File: config.mk
export PLATFORM = sky130hd
export DESIGN_NAME = tmr_wr_seq
export DESIGN_NICKNAME = d
export VERILOG_FILES = /design/src/rtl/tmr_pkg.sv /design/src/rtl/tmr_wr_dec.sv /design/src/rtl/tmr_chan_prog.sv /design/src/rtl/tmr_wr_seq.sv
export SDC_FILE = /design/constraint.sdc
export NUM_CORES = 1
export LEC_CHECK = 0
export ABC_AREA = 1
export CORE_MARGIN = 3
export CORE_UTILIZATION = 45
export CTS_BUF_LIST = sky130_fd_sc_hd__clkbuf_4 sky130_fd_sc_hd__clkbuf_8
export DETAILED_ROUTE_END_ITERATION = 7
export PLACE_DENSITY = 0.73
export SYNTH_ARGS = -nofsm -noshare
export SYNTH_HDL_FRONTEND = slang
export SYNTH_SLANG_ARGS = --single-unit
File: constraint.sdc
create_clock -name clk -period 2.3 [get_ports clk]
set_clock_uncertainty 0.1 [all_clocks]
set_input_delay 0.345 -clock clk [delete_from_list [all_inputs] [get_ports clk]]
set_output_delay 0.345 -clock clk [all_outputs]
set_load 0.05 [all_outputs]
File: src/rtl/tmr_pkg.sv
package tmr_pkg;
  localparam int NUM_CH = 3;
  localparam int DATA_W = 8;
  localparam int ADDR_W = 2;
  localparam int MODE_W = 3;

  typedef enum logic [1:0] {
    FMT_NONE = 2'b00,
    FMT_LO   = 2'b01,
    FMT_HI   = 2'b10,
    FMT_BOTH = 2'b11
  } fmt_e;

  // Level the channel output takes right after a programming word
  function automatic logic prog_level(input logic [MODE_W-1:0] m);
    return (m != '0);
  endfunction
endpackage

File: src/rtl/tmr_wr_dec.sv
module tmr_wr_dec
  import tmr_pkg::*;
#(
  parameter int N_CH = NUM_CH,
  parameter int D_W  = DATA_W,
  parameter int A_W  = ADDR_W
) (
  input  logic           wr_en,
  input  logic [A_W-1:0] wr_addr,
  input  logic [D_W-1:0] wr_data,
  output logic [N_CH-1:0] prog_w,
  output logic [N_CH-1:0] byte_w,
  output logic [N_CH-1:0] lat_cnt,
  output logic [N_CH-1:0] lat_sts
);
  localparam logic [A_W-1:0] CMD_ADDR = A_W'(N_CH);
  localparam logic [1:0]     RB_SEL   = 2'b11;

  logic       is_cmd;
  logic [1:0] sel;
  logic [1:0] fmt;
  logic       is_rb;

  assign is_cmd = wr_en && (wr_addr == CMD_ADDR);
  assign sel    = wr_data[D_W-1 -: 2];
  assign fmt    = wr_data[D_W-3 -: 2];
  assign is_rb  = is_cmd && (sel == RB_SEL);

  for (genvar i = 0; i < N_CH; i++) begin : g_dec
    logic hit;
    assign hit        = is_cmd && !is_rb && (sel == 2'(i));
    assign prog_w[i]  = hit && (fmt != 2'b00);
    assign byte_w[i]  = wr_en && (wr_addr == A_W'(i));
    assign lat_cnt[i] = (hit && (fmt == 2'b00)) ||
                        (is_rb && !wr_data[5] && wr_data[i+1]);
    assign lat_sts[i] = is_rb && !wr_data[4] && wr_data[i+1];
  end
endmodule

File: src/rtl/tmr_chan_prog.sv
module tmr_chan_prog
  import tmr_pkg::*;
#(
  parameter int D_W = DATA_W,
  parameter int M_W = MODE_W,
  localparam int C_W = 2 * D_W
) (
  input  logic           clk,
  input  logic           rst,
  input  logic           prog_w,
  input  logic [M_W-1:0] mode_in,
  input  fmt_e           fmt_in,
  input  logic           bcd_in,
  input  logic           byte_w,
  input  logic [D_W-1:0] byte_d,
  input  logic           xfer,
  output logic [M_W-1:0] mode_q,
  output fmt_e           fmt_q,
  output logic           bcd_q,
  output logic [C_W-1:0] count_q,
  output logic           out_lvl_q,
  output logic           null_q,
  output logic           new_p,
  output logic           ctrl_p
);
  logic hi_next;

  always_ff @(posedge clk) begin
    if (rst) begin
      mode_q    <= '0;
      fmt_q     <= FMT_NONE;
      bcd_q     <= 1'b0;
      count_q   <= '0;
      out_lvl_q <= 1'b0;
      null_q    <= 1'b0;
      new_p     <= 1'b0;
      ctrl_p    <= 1'b0;
      hi_next   <= 1'b0;
    end else begin
      new_p  <= 1'b0;
      ctrl_p <= 1'b0;
      if (xfer) null_q <= 1'b0;
      if (prog_w) begin
        mode_q    <= mode_in;
        fmt_q     <= fmt_in;
        bcd_q     <= bcd_in;
        out_lvl_q <= prog_level(mode_in);
        hi_next   <= 1'b0;
        null_q    <= 1'b1;
        ctrl_p    <= 1'b1;
      end else if (byte_w && fmt_q != FMT_NONE) begin
        null_q <= 1'b1;
        unique case (fmt_q)
          FMT_LO: begin
            count_q <= {{D_W{1'b0}}, byte_d};
            new_p   <= 1'b1;
          end
          FMT_HI: begin
            count_q <= {byte_d, {D_W{1'b0}}};
            new_p   <= 1'b1;
          end
          default: begin
            if (hi_next) begin
              count_q[C_W-1:D_W] <= byte_d;
              new_p              <= 1'b1;
            end else begin
              count_q[D_W-1:0] <= byte_d;
            end
            hi_next <= !hi_next;
          end
        endcase
      end
    end
  end


  out_lvl_chk: assert property (@(posedge clk) disable iff (rst)
    ctrl_p |-> (out_lvl_q == (mode_q != '0)));


  first_byte_chk: assert property (@(posedge clk) disable iff (rst)
    (byte_w && !prog_w && fmt_q == FMT_BOTH && !hi_next) |=> (!new_p && hi_next));


  order_reset_chk: assert property (@(posedge clk) disable iff (rst)
    prog_w |=> !hi_next);


  unprog_chk: assert property (@(posedge clk) disable iff (rst)
    (byte_w && !prog_w && fmt_q == FMT_NONE) |=> (!new_p && $stable(count_q)));


  null_clear_chk: assert property (@(posedge clk) disable iff (rst)
    (xfer && !prog_w && !byte_w) |=> !null_q);


  null_set_chk: assert property (@(posedge clk) disable iff (rst)
    prog_w |=> null_q);
endmodule

File: src/rtl/tmr_wr_seq.sv
module tmr_wr_seq
  import tmr_pkg::*;
#(
  parameter int N_CH = NUM_CH,
  parameter int D_W  = DATA_W,
  parameter int A_W  = ADDR_W,
  parameter int M_W  = MODE_W,
  localparam int C_W = 2 * D_W
) (
  input  logic                clk,
  input  logic                rst,
  input  logic                wr_en,
  input  logic [A_W-1:0]      wr_addr,
  input  logic [D_W-1:0]      wr_data,
  input  logic [N_CH-1:0]     xfer_done,
  output logic [N_CH*M_W-1:0] ch_mode,
  output logic [N_CH*2-1:0]   ch_fmt,
  output logic [N_CH-1:0]     ch_bcd,
  output logic [N_CH*C_W-1:0] ch_count,
  output logic [N_CH-1:0]     ch_out_lvl,
  output logic [N_CH-1:0]     ch_null,
  output logic [N_CH-1:0]     new_cnt_p,
  output logic [N_CH-1:0]     ctrl_wr_p,
  output logic [N_CH-1:0]     cnt_latch_p,
  output logic [N_CH-1:0]     sts_latch_p
);
  logic [N_CH-1:0] prog_w, byte_w, lat_cnt, lat_sts;

  tmr_wr_dec #(.N_CH(N_CH), .D_W(D_W), .A_W(A_W)) u_dec (
    .wr_en   (wr_en),
    .wr_addr (wr_addr),
    .wr_data (wr_data),
    .prog_w  (prog_w),
    .byte_w  (byte_w),
    .lat_cnt (lat_cnt),
    .lat_sts (lat_sts)
  );

  always_ff @(posedge clk) begin
    if (rst) begin
      cnt_latch_p <= '0;
      sts_latch_p <= '0;
    end else begin
      cnt_latch_p <= lat_cnt;
      sts_latch_p <= lat_sts;
    end
  end

  for (genvar i = 0; i < N_CH; i++) begin : g_ch
    fmt_e fmt_o;
    tmr_chan_prog #(.D_W(D_W), .M_W(M_W)) u_ch (
      .clk       (clk),
      .rst       (rst),
      .prog_w    (prog_w[i]),
      .mode_in   (wr_data[M_W:1]),
      .fmt_in    (fmt_e'(wr_data[5:4])),
      .bcd_in    (wr_data[0]),
      .byte_w    (byte_w[i]),
      .byte_d    (wr_data),
      .xfer      (xfer_done[i]),
      .mode_q    (ch_mode[i*M_W +: M_W]),
      .fmt_q     (fmt_o),
      .bcd_q     (ch_bcd[i]),
      .count_q   (ch_count[i*C_W +: C_W]),
      .out_lvl_q (ch_out_lvl[i]),
      .null_q    (ch_null[i]),
      .new_p     (new_cnt_p[i]),
      .ctrl_p    (ctrl_wr_p[i])
    );
    assign ch_fmt[i*2 +: 2] = fmt_o;
  end


  one_class_chk: assert property (@(posedge clk) disable iff (rst)
    $onehot0({|prog_w, |byte_w, |lat_cnt | |lat_sts}));


  one_prog_chk: assert property (@(posedge clk) disable iff (rst)
    $onehot0(ctrl_wr_p));


  latch_no_prog_chk: assert property (@(posedge clk) disable iff (rst)
    (|cnt_latch_p || |sts_latch_p) |-> (ctrl_wr_p == '0 && new_cnt_p == '0));


  latch_keeps_fmt_chk: assert property (@(posedge clk) disable iff (rst)
    (|lat_cnt || |lat_sts) |=> $stable(ch_fmt) && $stable(ch_mode));
endmodule

==> run summary <==
FF+latch count, synth = 87
Max Slew Vio Count = 0
Starting Density = 47.4%
Synth Warn # = 0
TritonCTS clock tree = yes
# rows = 34
initial detailed-routing violation count = 142
max frequency = 482 MHz
Synth Net Count = 656
non-filler instance count after layout = 845
die area = 0.0107 mm2
post-synthesis instance area = 0.00426 mm2
minimum clock period = 2.07 ns
slew at the pin closest to its max-slew limit = 0.585 ns
Buf/Inv on CP = 1
# DRC = 0
register area = 0.00174 mm2
CTS Buf Count = 9
layout cells sized above 1 = 7.23%
worst-case clock buffer depth = 2
Tcrit/Tclk final = 90.2%
Post-DRT Antenna Nets = 0
Gate Count Post-Synth = 631
DR vias/cell = 4.65
Netlist cell types = 24
Psw = 0.725 mW
Port Buffers = 99
Vias = 3928
drt pass-1 iters = 4
status = finished, final reports clean
Seq pwr share = 50.5%
Critical Path Source Type = flip-flop
Crit Path Class = flip-flop to output pin
Internal = 2.28 mW
num ports = 100
Min Hold Slack = 0.369 ns
Gate power share = 8.4%
die width = 103 um
Clk pin slew, worst setup/hold paths = 0.08 ns
drt wl/cell = 13.0 um
Clk network pwr share = 41.1%
Peak VDD IR = 0.377 mV
Critical Path, Cell by Cell = clkdlybuf4s50_1
largest net degree at the start of global routing = 60
Worst Path Required = 1.86 ns
HP Class = flip-flop to flip-flop
die height = 103 um
number of global-route vias before repair = 3633
post_cts resized = 0
Post-CTS Setup Repair Bufs = 0
CTS Sinks = 87
Core Footprint = 0.00898 mm2
relative slew slack = 60.9%
placed cell count = 829
Critical-path top delay cell = clkdlybuf4s50_1
area of the multi-input gates = 0.00184 mm2
final hold viol count = 0
RSZ-0062 raised after global routing = false
Fillers = 829
Fin Setup TNS = 0 ns
gpl congestion = 0.876
gr usage total = 21.8%
total gr overflow = 0
Setup crit end kind = output pin
Hold Buf Count CTS = 0
Final nets = 739
commonest non-fill, non-tap cell in the layout = nand2_1
Skew-Pair Late Insertion Delay = 0.36 ns
detailed placement HPWL = 8120 um
CP max stage delay = 0.84 ns
final setup fails = 0
Mean Syn Cell Area = 6.75 um2
CP max FO = 4
Antenna Cells = 0
most frequent cells in the layout = nand2_1 (166), inv_1 (109), nor2_1 (107), clkdlybuf4s50_1 (99), dfxtp_1 (87)
CTS H-tree lvls = 3
CP arrival = 1.63 ns
CP delay by family, top = buffers and inverters
antenna violations before repair = 0
clock root cell = clkbuf_8
Final Routed Wirelength = 11000 um
PD cells = 547 mW/mm2
max cap viols = 0
synthesis-to-finish area growth = 29.2%
LEAKAGE = 2.64 nW
switch share = 24.1%
Seq/Total Area, Yosys = 40.9%
first-pass GRT wire length = 18000 um
## cell families after synthesis
family          Yosys count  synth area share, %
buf+inv                 154                 16.0
fa+ha+maj                 9                 2.64
compound gates           18                 2.38
simple gates            363                 38.1
flops                    87                 40.9
## layer usage
layer / GRT usage [%] / up-vias / wire [um]
li1: - / 2053 / -
met1: 28.8 / 1748 / 4830
met2: 36.0 / 117 / 5310
met3: 5.30 / 10 / 736
met4: 5.58 / 0 / 112
met5: 0 / - / 0
## synth_stat cells
| cell | instances | area [um2] |
|---|---|---|
| a21oi_1 | 12 | 60.1 |
| a21oi_2 | 3 | 26.3 |
| buf_1 | 2 | 7.51 |
| buf_2 | 12 | 60.1 |
| buf_4 | 15 | 113 |
| buf_6 | 4 | 45.0 |
| clkbuf_1 | 7 | 26.3 |
| clkinv_1 | 1 | 3.75 |
| dfxtp_1 | 87 | 1740 |
| ha_1 | 9 | 113 |
| inv_1 | 109 | 409 |
| inv_2 | 4 | 15.0 |
| nand2_1 | 166 | 623 |
| nand2_4 | 3 | 33.8 |
| nand3_1 | 53 | 265 |
| nand3_2 | 4 | 40.0 |
| nand3_4 | 2 | 35.0 |
| nand4_1 | 21 | 131 |
| nor2_1 | 107 | 402 |
| nor2_2 | 1 | 6.26 |
| nor2_4 | 2 | 22.5 |
| nor2_8 | 3 | 60.1 |
| nor3_1 | 1 | 5.00 |
| o21ai_0 | 3 | 15.0 |
## flip-flops by register name, indices dropped and copies added (netlist names)
register / cells
g_ch.u_ch.ctrl_p: 3
g_ch.u_ch.mode_q: 9
sts_latch_p: 3
g_ch.u_ch.null_q: 3
g_ch.u_ch.out_lvl_q: 3
g_ch.u_ch.bcd_q: 3
g_ch.u_ch.new_p: 3
g_ch.u_ch.hi_next: 3
cnt_latch_p: 3
g_ch.u_ch.fmt_q: 6
g_ch.u_ch.count_q: 48
## worst paths after layout
check        slack, ns              startpoint  depth (start not counted)                 endpoint
max               0.23   g_ch[2].u_ch.fmt_q[0]                          1                ch_fmt[4]
min               0.37  g_ch[1].u_ch.out_lvl_q                          2   g_ch[1].u_ch.out_lvl_q
max reg2reg       0.43   g_ch[1].u_ch.fmt_q[0]                          7  g_ch[1].u_ch.count_q[4]
min reg2reg       0.37  g_ch[1].u_ch.out_lvl_q                          2   g_ch[1].u_ch.out_lvl_q
## per-stage QoR
step           total power [mW]  setup slack, ns  util [%]  cell area (um2)
2_1_floorplan              1.71            0.341         -             4260
3_3_place_gp               1.80            0.237      58.7             5270
3_5_place_dp               1.80            0.234      58.7             5270
4_1_cts                    3.03            0.221      61.3             5500
5_1_grt                    3.12            0.166      61.3             5500
6_report                   3.01            0.226      61.3             5500
## area by class of cell
class                   instances  area share [%]
repair buffers                112            20.0
flip-flops and latches         87            31.7
inverters                     114            7.78
well taps                     126            2.87
clock inverters                 4            1.39
clock buffers                  12            2.89
multi-input cells             390            33.4
## power groups by stage
| stage | clock [mW] | sequential [mW] | combinational (mW) |
|---|---|---|---|
| final | 1.24 | 1.52 | 0.253 |
| after global routing | 1.33 | 1.52 | 0.276 |
| after CTS | 1.26 | 1.52 | 0.252 |
| after detailed placement | 0 | 1.55 | 0.251 |
| after global placement | 0 | 1.55 | 0.249 |
| after floorplan | 0 | 1.57 | 0.135 |
Note: power is estimated with default switching activity, not from simulation.
